[src/rtl/dram_seq_pkg.sv]
package dram_seq_pkg;

    localparam int CMD_W  = 6;
    localparam int MODE_W = 16;
    localparam int IDX_W  = 4;
    localparam int WORD_W = 16;

    // one-hot command codes; the command port decodes these bit positions
    localparam logic [CMD_W-1:0] OP_MR   = 6'b000001;
    localparam logic [CMD_W-1:0] OP_EMR  = 6'b000010;
    localparam logic [CMD_W-1:0] OP_AREF = 6'b000100;
    localparam logic [CMD_W-1:0] OP_PALL = 6'b001000;
    localparam logic [CMD_W-1:0] OP_EMR2 = 6'b010000;
    localparam logic [CMD_W-1:0] OP_EMR3 = 6'b100000;

    typedef enum logic [1:0] {
        SEL_MR   = 2'd0,
        SEL_EMR  = 2'd1,
        SEL_EMR2 = 2'd2,
        SEL_EMR3 = 2'd3
    } mreg_sel_t;

    typedef struct packed {
        logic [CMD_W-1:0]  cmd;
        mreg_sel_t         sel;
        logic [MODE_W-1:0] val;
        logic              last;
    } step_t;

    typedef enum logic [2:0] {
        ST_IDLE,
        ST_CFG,
        ST_ISSUE,
        ST_GAP,
        ST_REFR,
        ST_DONE
    } seq_state_t;

    function automatic step_t mk_step(logic [CMD_W-1:0] c, mreg_sel_t s,
                                      logic [MODE_W-1:0] v, logic l);
        step_t r;
        r.cmd  = c;
        r.sel  = s;
        r.val  = v;
        r.last = l;
        return r;
    endfunction

endpackage

[src/rtl/dram_script_rom.sv]
module dram_script_rom
    import dram_seq_pkg::*;
(
    input  logic             use_ddr2,
    input  logic [IDX_W-1:0] idx,
    output step_t            step
);

    step_t ddr2_step;
    step_t ddr1_step;

    always_comb begin
        unique case (idx)
            4'd0:    ddr2_step = mk_step(OP_PALL, SEL_MR,   16'h0000, 1'b0);
            4'd1:    ddr2_step = mk_step(OP_EMR2, SEL_EMR2, 16'h0000, 1'b0);
            4'd2:    ddr2_step = mk_step(OP_EMR3, SEL_EMR3, 16'h0000, 1'b0);
            4'd3:    ddr2_step = mk_step(OP_EMR,  SEL_EMR,  16'h0000, 1'b0);
            4'd4:    ddr2_step = mk_step(OP_MR,   SEL_MR,   16'h0100, 1'b0);
            4'd5:    ddr2_step = mk_step(OP_PALL, SEL_MR,   16'h0000, 1'b0);
            4'd6:    ddr2_step = mk_step(OP_AREF, SEL_MR,   16'h0000, 1'b0);
            4'd7:    ddr2_step = mk_step(OP_AREF, SEL_MR,   16'h0000, 1'b0);
            4'd8:    ddr2_step = mk_step(OP_MR,   SEL_MR,   16'h0A33, 1'b0);
            4'd9:    ddr2_step = mk_step(OP_EMR,  SEL_EMR,  16'h0382, 1'b0);
            4'd10:   ddr2_step = mk_step(OP_EMR,  SEL_EMR,  16'h0402, 1'b1);
            default: ddr2_step = mk_step(OP_PALL, SEL_MR,   16'h0000, 1'b1);
        endcase
    end

    always_comb begin
        unique case (idx)
            4'd0:    ddr1_step = mk_step(OP_PALL, SEL_MR,  16'h0000, 1'b0);
            4'd1:    ddr1_step = mk_step(OP_MR,   SEL_MR,  16'h0133, 1'b0);
            4'd2:    ddr1_step = mk_step(OP_EMR,  SEL_EMR, 16'h0002, 1'b0);
            4'd3:    ddr1_step = mk_step(OP_PALL, SEL_MR,  16'h0000, 1'b0);
            4'd4:    ddr1_step = mk_step(OP_MR,   SEL_MR,  16'h0033, 1'b1);
            default: ddr1_step = mk_step(OP_PALL, SEL_MR,  16'h0000, 1'b1);
        endcase
    end

    assign step = use_ddr2 ? ddr2_step : ddr1_step;

endmodule

[src/rtl/dram_cfg_words.sv]
module dram_cfg_words
    import dram_seq_pkg::*;
#(
    parameter int REF_SLOW  = 390,
    parameter int REF_FAST  = 624,
    parameter int REF_W     = 10,
    parameter int REF_EN_B  = 14,
    parameter int WR_LAT    = 2,
    parameter int FAW       = 22,
    parameter int ODT_ON    = 1
)(
    input  logic              ref40,
    output logic [WORD_W-1:0] refresh_val,
    output logic [WORD_W-1:0] ddr2_val
);

    localparam logic [WORD_W-1:0] REF_EN   = WORD_W'(1) << REF_EN_B;
    localparam logic [WORD_W-1:0] SLOW_W   = WORD_W'(REF_SLOW & ((1 << REF_W) - 1));
    localparam logic [WORD_W-1:0] FAST_W   = WORD_W'(REF_FAST & ((1 << REF_W) - 1));
    // write latency 13:10, ODT 9, tFAW 7:2, enable 0
    localparam logic [WORD_W-1:0] DDR2_CFG = WORD_W'(((WR_LAT & 15) << 10) |
                                                     ((ODT_ON & 1) << 9) |
                                                     ((FAW & 63) << 2) | 1);

    assign refresh_val = REF_EN | (ref40 ? FAST_W : SLOW_W);
    assign ddr2_val    = DDR2_CFG;

endmodule

[src/rtl/dram_bringup_seq.sv]
module dram_bringup_seq
    import dram_seq_pkg::*;
#(
    parameter int REF_SLOW = 390,
    parameter int REF_FAST = 624
)(
    input  logic              clk,
    input  logic              rst,
    input  logic              start,
    input  logic              strap_ddr2,
    input  logic              strap_ref40,
    input  logic              cmd_done,
    output logic              cmd_valid,
    output logic [CMD_W-1:0]  cmd_code,
    output logic [1:0]        mode_sel,
    output logic [MODE_W-1:0] mode_val,
    output logic              ddr2_cfg_we,
    output logic [WORD_W-1:0] ddr2_cfg_word,
    output logic              refresh_we,
    output logic [WORD_W-1:0] refresh_word,
    output logic              init_done
);

    seq_state_t       state, state_nx;
    logic [IDX_W-1:0] idx, idx_nx;
    logic             ddr2_q, ref40_q;
    step_t            cur;
    logic [WORD_W-1:0] ref_val, cfg_val;

    dram_script_rom u_rom (
        .use_ddr2 (ddr2_q),
        .idx      (idx),
        .step     (cur)
    );

    dram_cfg_words #(
        .REF_SLOW (REF_SLOW),
        .REF_FAST (REF_FAST)
    ) u_words (
        .ref40       (ref40_q),
        .refresh_val (ref_val),
        .ddr2_val    (cfg_val)
    );

    // state register; straps captured only on the start cycle
    always_ff @(posedge clk) begin
        if (rst) begin
            state   <= ST_IDLE;
            idx     <= '0;
            ddr2_q  <= 1'b0;
            ref40_q <= 1'b0;
        end else begin
            state <= state_nx;
            idx   <= idx_nx;
            if (state == ST_IDLE && start) begin
                ddr2_q  <= strap_ddr2;
                ref40_q <= strap_ref40;
            end
        end
    end

    // next state and outputs
    always_comb begin
        state_nx      = state;
        idx_nx        = idx;
        cmd_valid     = 1'b0;
        cmd_code      = '0;
        mode_sel      = '0;
        mode_val      = '0;
        ddr2_cfg_we   = 1'b0;
        ddr2_cfg_word = '0;
        refresh_we    = 1'b0;
        refresh_word  = '0;
        init_done     = 1'b0;
        unique case (state)
            ST_IDLE: begin
                idx_nx = '0;
                if (start) state_nx = strap_ddr2 ? ST_CFG : ST_ISSUE;
            end
            ST_CFG: begin
                ddr2_cfg_we   = 1'b1;
                ddr2_cfg_word = cfg_val;
                state_nx      = ST_ISSUE;
            end
            ST_ISSUE: begin
                cmd_valid = 1'b1;
                cmd_code  = cur.cmd;
                mode_sel  = cur.sel;
                mode_val  = cur.val;
                if (cmd_done) begin
                    if (cur.last) begin
                        state_nx = ST_REFR;
                    end else begin
                        state_nx = ST_GAP;
                        idx_nx   = idx + 1'b1;
                    end
                end
            end
            ST_GAP: state_nx = ST_ISSUE;
            ST_REFR: begin
                refresh_we   = 1'b1;
                refresh_word = ref_val;
                state_nx     = ST_DONE;
            end
            ST_DONE: begin
                refresh_word = ref_val;
                init_done    = 1'b1;
            end
            default: state_nx = ST_IDLE;
        endcase
    end

    // one command bit at a time, nothing when idle
    assert_onehot_cmd_R1: assert property (@(posedge clk) disable iff (rst)
        cmd_valid |-> $onehot(cmd_code));
    assert_quiet_cmd_R1: assert property (@(posedge clk) disable iff (rst)
        !cmd_valid |-> cmd_code == '0);
    // command held until done, then one idle cycle
    assert_hold_cmd_R6: assert property (@(posedge clk) disable iff (rst)
        (cmd_valid && !cmd_done) |=> (cmd_valid && $stable(cmd_code) &&
                                      $stable(mode_sel) && $stable(mode_val)));
    assert_gap_after_done_R6: assert property (@(posedge clk) disable iff (rst)
        (cmd_valid && cmd_done) |=> !cmd_valid);
    // configuration strobe only in DDR2 mode
    assert_cfg_ddr2_only_R4: assert property (@(posedge clk) disable iff (rst)
        ddr2_cfg_we |-> ddr2_q);
    // captured straps frozen outside idle
    assert_straps_held_R8: assert property (@(posedge clk) disable iff (rst)
        (state != ST_IDLE) |=> ($stable(ddr2_q) && $stable(ref40_q)));
    // completion is sticky and quiet
    assert_done_sticky_R9: assert property (@(posedge clk) disable iff (rst)
        init_done |=> (init_done && !cmd_valid));
    // refresh strobe is followed by completion
    assert_refresh_then_done_R5: assert property (@(posedge clk) disable iff (rst)
        refresh_we |=> init_done);

endmodule

[config.mk]
export PLATFORM = sky130hd
export DESIGN_NAME = dram_bringup_seq
export DESIGN_NICKNAME = d
export VERILOG_FILES = /design/src/rtl/dram_seq_pkg.sv /design/src/rtl/dram_script_rom.sv /design/src/rtl/dram_cfg_words.sv /design/src/rtl/dram_bringup_seq.sv
export SDC_FILE = /design/constraint.sdc
export NUM_CORES = 1
export LEC_CHECK = 0
export BUFFER_PORTS_ARGS = -buffer_cell sky130_fd_sc_hd__buf_2
export CORE_MARGIN = 4
export CORE_UTILIZATION = 35
export CTS_CLUSTER_SIZE = 28
export DETAILED_ROUTE_END_ITERATION = 10
export GPL_TIMING_DRIVEN = 0
export PLACE_DENSITY = 0.7
export RECOVER_POWER = 50
export SKIP_CTS_REPAIR_TIMING = 1
export SYNTH_ARGS = -nofsm -noshare
export SYNTH_HDL_FRONTEND = slang
export SYNTH_SLANG_ARGS = --single-unit
[constraint.sdc]
create_clock -name clk -period 2.8 [get_ports clk]
set_input_delay 0.28 -clock clk [delete_from_list [all_inputs] [get_ports clk]]
set_output_delay 0.28 -clock clk [all_outputs]
set_load 0.005 [all_outputs]
After elaboration in Yosys (flattened, before gate mapping)
Memory sizes are Yosys's and may differ from the RTL's. A register that Yosys moved wholly into a read port is not among the register bits.
Cells that the tools add are included.

storage, ports and cells
  RAM bits = 0
  bits in registers = 9
  logic and storage cells = 50
  memory bits (read-only) = 288
  bits in latches = 0
  output and inout bits = 60
  memories kept = 1

cells by class
  shift operators = 0
  multiplexer cells = 22
  reduce and logical (&&, ||, !) cells = 9
  bitwise logic cells = 1
  multipliers = 0
  divide/modulo/power cells = 0
  add/subtract/negate cells = 1
  equality and inequality tests = 12
  magnitude comparators = 0

memories
  name              depth  bits a word  rd ports  clocked after Yosys merged registers in  write ports  line                   text
  (name not given)  16     18           1         1                                        0            dram_script_rom.sv:13  unique case (idx)

operators by type and width
  operator                                             count
  one-hot mux 23 bit (4 select lines)                  1
  2-to-1 mux 16 bit                                    2
  2-to-1 mux 25 bit                                    1
  2-to-1 mux 4 bit                                     4
  one-hot mux 3 bit (5 select lines)                   1
  2-to-1 mux 12 bit                                    1
  2-to-1 mux 10 bit                                    1
  2-to-1 mux 3 bit                                     3
  equality test 4 x 2 -> 1 bit, second input constant  2
  one-hot mux 4 bit (2 select lines)                   1
  equality test 3 x 2 -> 1 bit, second input constant  2
  equality test 3 bit, second input constant           2
  2-to-1 mux 6 bit                                     1
  != test 2 bit, second input constant                 3
  AND reduction 3 bit                                  2
  OR reduction 2 bit                                   3
  adder 4 x 1 -> 4 bit, second input constant          1
  equality test 4 x 1 -> 1 bit, second input constant  1
  equality test 4 x 3 -> 1 bit, second input constant  1
  zero test 4 bit                                      1
  2-to-1 mux 1 bit                                     4
  2-to-1 mux 2 bit                                     2
  equality test 3 x 1 -> 1 bit, second input constant  1
  zero test 3 bit                                      1
  3 further kinds                                      3

Depth between registers and ports, before layout
  depth after elaboration = 9
  mapped depth = 11
  mapped depth without buffers = 10

Cells and area by module
Synthesis repeated with hierarchy kept, for this count alone.

second synthesis, totals
  cell total of the unflattened synthesis = 209
  area total of the unflattened synthesis = 1497.7 um^2

by module, submodules not included
  module            times used  cells an instance  area each (um^2)  sequential area each (um^2)
  dram_bringup_seq  1           111                800.8             180.2
  dram_script_rom   1           64                 452.9             0.0
  dram_cfg_words    1           34                 244.0             0.0

Worst setup path before layout
No wires, ideal clock.

  kind = reg2reg
  from = reg idx[0]
  to = reg u_rom.ddr2_step[22] (netlist name)
  arrival time = 2.754 ns
  path slack = -0.076 ns
  setup time = 0.122 ns
  cell stages (with the launch flop) = 11
  data required time = 2.678 ns
  period minus slack after synthesis = 2.876 ns
  cell sequence = dfxtp_1 > inv_1 > ha_1 > or4_4 > a21o_2 > mux2_2 > a22oi_1 > nor2_1 > ha_1 > a21boi_0 > o32a_1

between the ends
  word-level cells in the longest chain between the ends = 8
  elaborated cells between the ends (all ways) = 16
  those cells by class = add/sub: 1; eq/ne: 5; mux: 7; reduce/logical: 3

ends and longest elaborated chain
  what                                                             line                    text
  start, declared                                                  dram_bringup_seq.sv:25  logic [IDX_W-1:0] idx, idx_nx;
  start signal, assigned                                           dram_bringup_seq.sv:54  idx <= idx_nx;
  equality test 4 x 2 -> 1 bit or zero test 4 bit (tied branches)  dram_script_rom.sv:30   unique case (idx)
  OR reduction 2 bit (no source line)                              --
  one-hot mux 23 bit (4 select lines)                              dram_script_rom.sv:30
  2-to-1 mux 25 bit                                                dram_script_rom.sv:40   assign step = use_ddr2 ? ddr2_step : ddr1_step;
  != test 2 bit (no source line)                                   --
  AND reduction 3 bit (no source line)                             --
  2-to-1 mux 4 bit (no source line) * (2 in a row)                 --

Every way passes the cells marked *; elsewhere a longest branch is shown, timed or not. The select of a mux whose other input is x is not followed.
A chain may end at the register's enable or synchronous reset.

Worst setup path in the final report
  from = reg idx[0]
  to = reg u_rom.ddr2_step[17] (netlist name)

between the ends
  word-level cells in the longest chain between the ends = 8
  elaborated cells between the ends (all ways) = 16
  those cells by class = add/sub: 1; eq/ne: 5; mux: 7; reduce/logical: 3

ends and longest elaborated chain
  what                                                             line
  equality test 4 x 2 -> 1 bit or zero test 4 bit (tied branches)  dram_script_rom.sv:30
  OR reduction 2 bit (no source line)                              --
  one-hot mux 23 bit (4 select lines)                              dram_script_rom.sv:30
  2-to-1 mux 25 bit                                                dram_script_rom.sv:40
  != test 2 bit (no source line)                                   --
  AND reduction 3 bit (no source line)                             --
  2-to-1 mux 4 bit (no source line) * (2 in a row)                 --

Marked as above.

==> impl_results.md <==
* Result of the run: complete, but fails checks
* Violated checks: negative setup slack
* Number of buffers on the longest clock path at 2
* Final core utilization at 0.500
* Fraction of final layout cells sized beyond drive strength 1 at 0.452
* Final routed wire length divided by cell count at 12.3 µm
* DRC at 0
* Clock slew seen by the registers of the worst setup and hold paths at 90 ps
* Final clock skew at 8.30 ps
* Effective utilization at floorplan at 0.363
* Relative area change from synthesis to final layout at 37.9%
* Number of warnings issued by yosys at 0
* Worst Path Required at 3000 ps
* WP data arrival at 3010 ps
* Area contributors post-synth: sky130_fd_sc_hd__dfxtp_1 (28%), sky130_fd_sc_hd__buf_4 (18%), sky130_fd_sc_hd__ha_1 (5.8%), sky130_fd_sc_hd__nor2_1 (4.8%), sky130_fd_sc_hd__and3_1 (4.0%)
* Final standard cell count with taps included and fillers excluded at 359
* Hold Worst Slack at 252 ps
* Max capacitance violation total at 0
* Buffers added on ports at 41
* Highest attainable clock frequency at 356 MHz
* Via count of the first global-routing pass at 1398
* Sinks on the clock net at 24
* Via count of the routed design at 1635
* Main synth FF type: sky130_fd_sc_hd__dfxtp_1
* Cell taking the most area after synthesis: sky130_fd_sc_hd__dfxtp_1
* Number of synthesized register bits at 24
* Post-placement cell area at 2090 µm²
* Sequential power share at 0.361
* Share of power burned in the clock network at 0.297
* Placeable Area at 4720 µm²
* Proportion of synthesized flip-flops having asynchronous set or reset at 0
* Relative contribution of combinational cells to total power at 0.342
* Slew Limit Fails at 0
* Avg Inst Size Synth at 8.09 µm²
* Type of element launching the critical path: flop
* Start-to-end type of the worst setup path: reg2reg
* Pin count of the biggest net entering global routing at 15
* Fill cells at 456
* Fraction of power spent switching nets at 0.302
* Via density at 4.55
* Sequential share of the synthesized area at 0.280
* Gate Count Post-Synth at 212
* Final design area excluding fillers at 2360 µm²
* WL final at 4.41 mm
* Clk Latency, worst-skew pair at 270 ps
* Count of flip-flops with a built-in enable after synthesis at 0
* Switching pwr at 310 µW
* Min setup slack post-route at -9.16 ps
* Maximum fanout along the worst path at 6
* Kind of end point of the critical path: flop
* Antenna diode instance count at 0
* Least-Margin Pin Slew at 633 ps
* Standard-cell rows at 25
* Clock tree from TritonCTS: done
* Total track usage at 0.127
* Worst hold-check path type: in2reg
* Sum of internal, switching and leakage power at 1.03 mW
* RD Place Congestion at 0.900
* Number of routed nets with antenna violations at 0
* Worst supply voltage drop on vdd at 0.000197 V
* Vert. Die Dim at 78.0 µm
* Lkg Pwr at 1.23 nW
* Share of the clock period used by the worst path at 1.00
* Number of distinct library cell variants in the gate-level netlist after synthesis at 53
* Total Negative Setup Slacks at -9.16 ps
* Clock tree root driver cell: sky130_fd_sc_hd__clkbuf_8
* GR Overflow Total at 0
* Pwr per Cell Area at 434 nW/µm²
* Headroom to the max-slew limit at 0.575
* Wire length of the first global-routing pass at 6.44 mm
* Placed instance count at 343
* Final layout net count at 307
* Storage element area at 488 µm²
* Internal at 716 µW
* Portion of synthesized cell area occupied by the leading cell type at 0.280
* Number of ports placed on the die boundary at 66
* Area of combinational cells with multiple inputs at 1020 µm²
* Worst setup slack before clock tree synthesis at -286 ps
* Total CTS buffers at 3
* Sum of net half-perimeters after detailed placement at 3.21 mm
* Max H-tree Level at 1
* Final hold vios at 0
* Die footprint at 6080 µm²
* Post-route minimum period at 2810 ps
* Netlist area before placement at 1710 µm²
* Initial DRT Pass Iterations at 5
* Number of setup violations in the final report at 1
* Initial antenna violation count at 0
* Die width at 78.0 µm
* Setup repair after global routing missed its margin: yes
* Detailed Route Iter0 Violations at 59
[layout make-up]
cell class	instances	share of cell area
Buffer	49	0.151
Clock buffer	3	0.0175
Clock inverter	1	0.0127
Inverter	11	0.0217
Multi-Input combinational cell	151	0.430
Sequential cell	24	0.206
Tap cell	67	0.0355
Timing Repair Buffer	53	0.125
[power by group through the flow]
stage	sequential, mW	combinational [mW]	clock (mW)
after floorplan	0.376	0.224	0
after global placement	0.378	0.295	0
after detailed placement	0.379	0.299	0
after CTS	0.371	0.300	0.309
after global routing	0.373	0.386	0.330
final	0.370	0.351	0.305
[kinds of logic after synthesis]
| family | count (synthesis) | share of synthesized area |
|---|---|---|
| and+or+nand+nor | 73 | 0.237 |
| buffers and inverters | 60 | 0.234 |
| AOI/OAI and AO/OA | 43 | 0.171 |
| DFF | 24 | 0.280 |
| adders and majority gates | 8 | 0.0584 |
| muxes | 3 | 0.0182 |
| other | 1 | 0.00219 |
[placed cells by master (no fill, tap or decap), types with 3 or more instances in the layout]
| master | Yosys | layout |
|---|---|---|
| sky130_fd_sc_hd__buf_4 | 41 | 53 |
| sky130_fd_sc_hd__buf_2 | 1 | 42 |
| sky130_fd_sc_hd__conb_1 | 1 | 24 |
| sky130_fd_sc_hd__dfxtp_1 | 24 | 22 |
| sky130_fd_sc_hd__nor2_1 | 22 | 21 |
| sky130_fd_sc_hd__a21oi_1 | 13 | 12 |
| sky130_fd_sc_hd__and3_1 | 11 | 11 |
| sky130_fd_sc_hd__nand2_1 | 9 | 9 |
| sky130_fd_sc_hd__inv_1 | 10 | 8 |
| sky130_fd_sc_hd__nor3_1 | 7 | 7 |
| sky130_fd_sc_hd__clkbuf_1 | 5 | 5 |
| sky130_fd_sc_hd__o21ai_0 | 5 | 5 |
| sky130_fd_sc_hd__clkbuf_8 | 1 | 4 |
| sky130_fd_sc_hd__nand3_1 | 3 | 3 |
| sky130_fd_sc_hd__a21oi_2 | 2 | 3 |
| sky130_fd_sc_hd__o21a_1 | 3 | 3 |
| sky130_fd_sc_hd__and2_1 | 3 | 3 |
| sky130_fd_sc_hd__ha_4 | 0 | 3 |
| sky130_fd_sc_hd__ha_2 | 0 | 3 |
[worst max-delay path, stage by stage (launching register included)]
cell and delay, ps:
sky130_fd_sc_hd__dfxtp_4 410, sky130_fd_sc_hd__inv_4 60, sky130_fd_sc_hd__ha_4 160, sky130_fd_sc_hd__or4_4 550
sky130_fd_sc_hd__a21o_4 240, sky130_fd_sc_hd__mux2_4 310, sky130_fd_sc_hd__a22oi_2 230, sky130_fd_sc_hd__nor2_2 90
sky130_fd_sc_hd__ha_1 330, sky130_fd_sc_hd__a21o_2 220, sky130_fd_sc_hd__o22ai_2 150
[flip-flops by register name, indices dropped and copies added (netlist names)]
name             count
ddr2_q               1
u_rom.ddr2_step     15
ref40_q              1
state                3
idx                  4
[synth_stat cells, drive strengths merged, types with 2 or more instances]
cell    number
ha           8
o32ai        2
and3        12
a22oi        2
o21ai        6
nor4         2
dfxtp       24
a21o         2
nor3         7
o21a         3
clkbuf       6
nor2        23
buf         43
nand2       10
or2          2
and2         3
or4          2
o22ai        2
a22o         2
nand3        3
inv         11
o32a         2
mux2i        2
a21oi       15
[routing by layer]
metal | global-route usage | part of all wire
met1 | 0.171 | 0.43
met2 | 0.209 | 0.48
met3 | 0.0336 | 0.091
met4 | 0.0192 | 0.0027
met5 | 0 | 0
[path summary, 6_finish.rpt]
path | startpoint | end | slack, ps | cells after the start
worst min-delay path | strap_ref40 | ref40_q | 250 | 3
worst min register to register | ref40_q | ref40_q | 530 | 2
worst max-delay path | idx[0] | u_rom.ddr2_step[17] | -9 | 10
worst max register to register | idx[0] | u_rom.ddr2_step[17] | -9 | 10
Power figures use the tool's default switching activity.
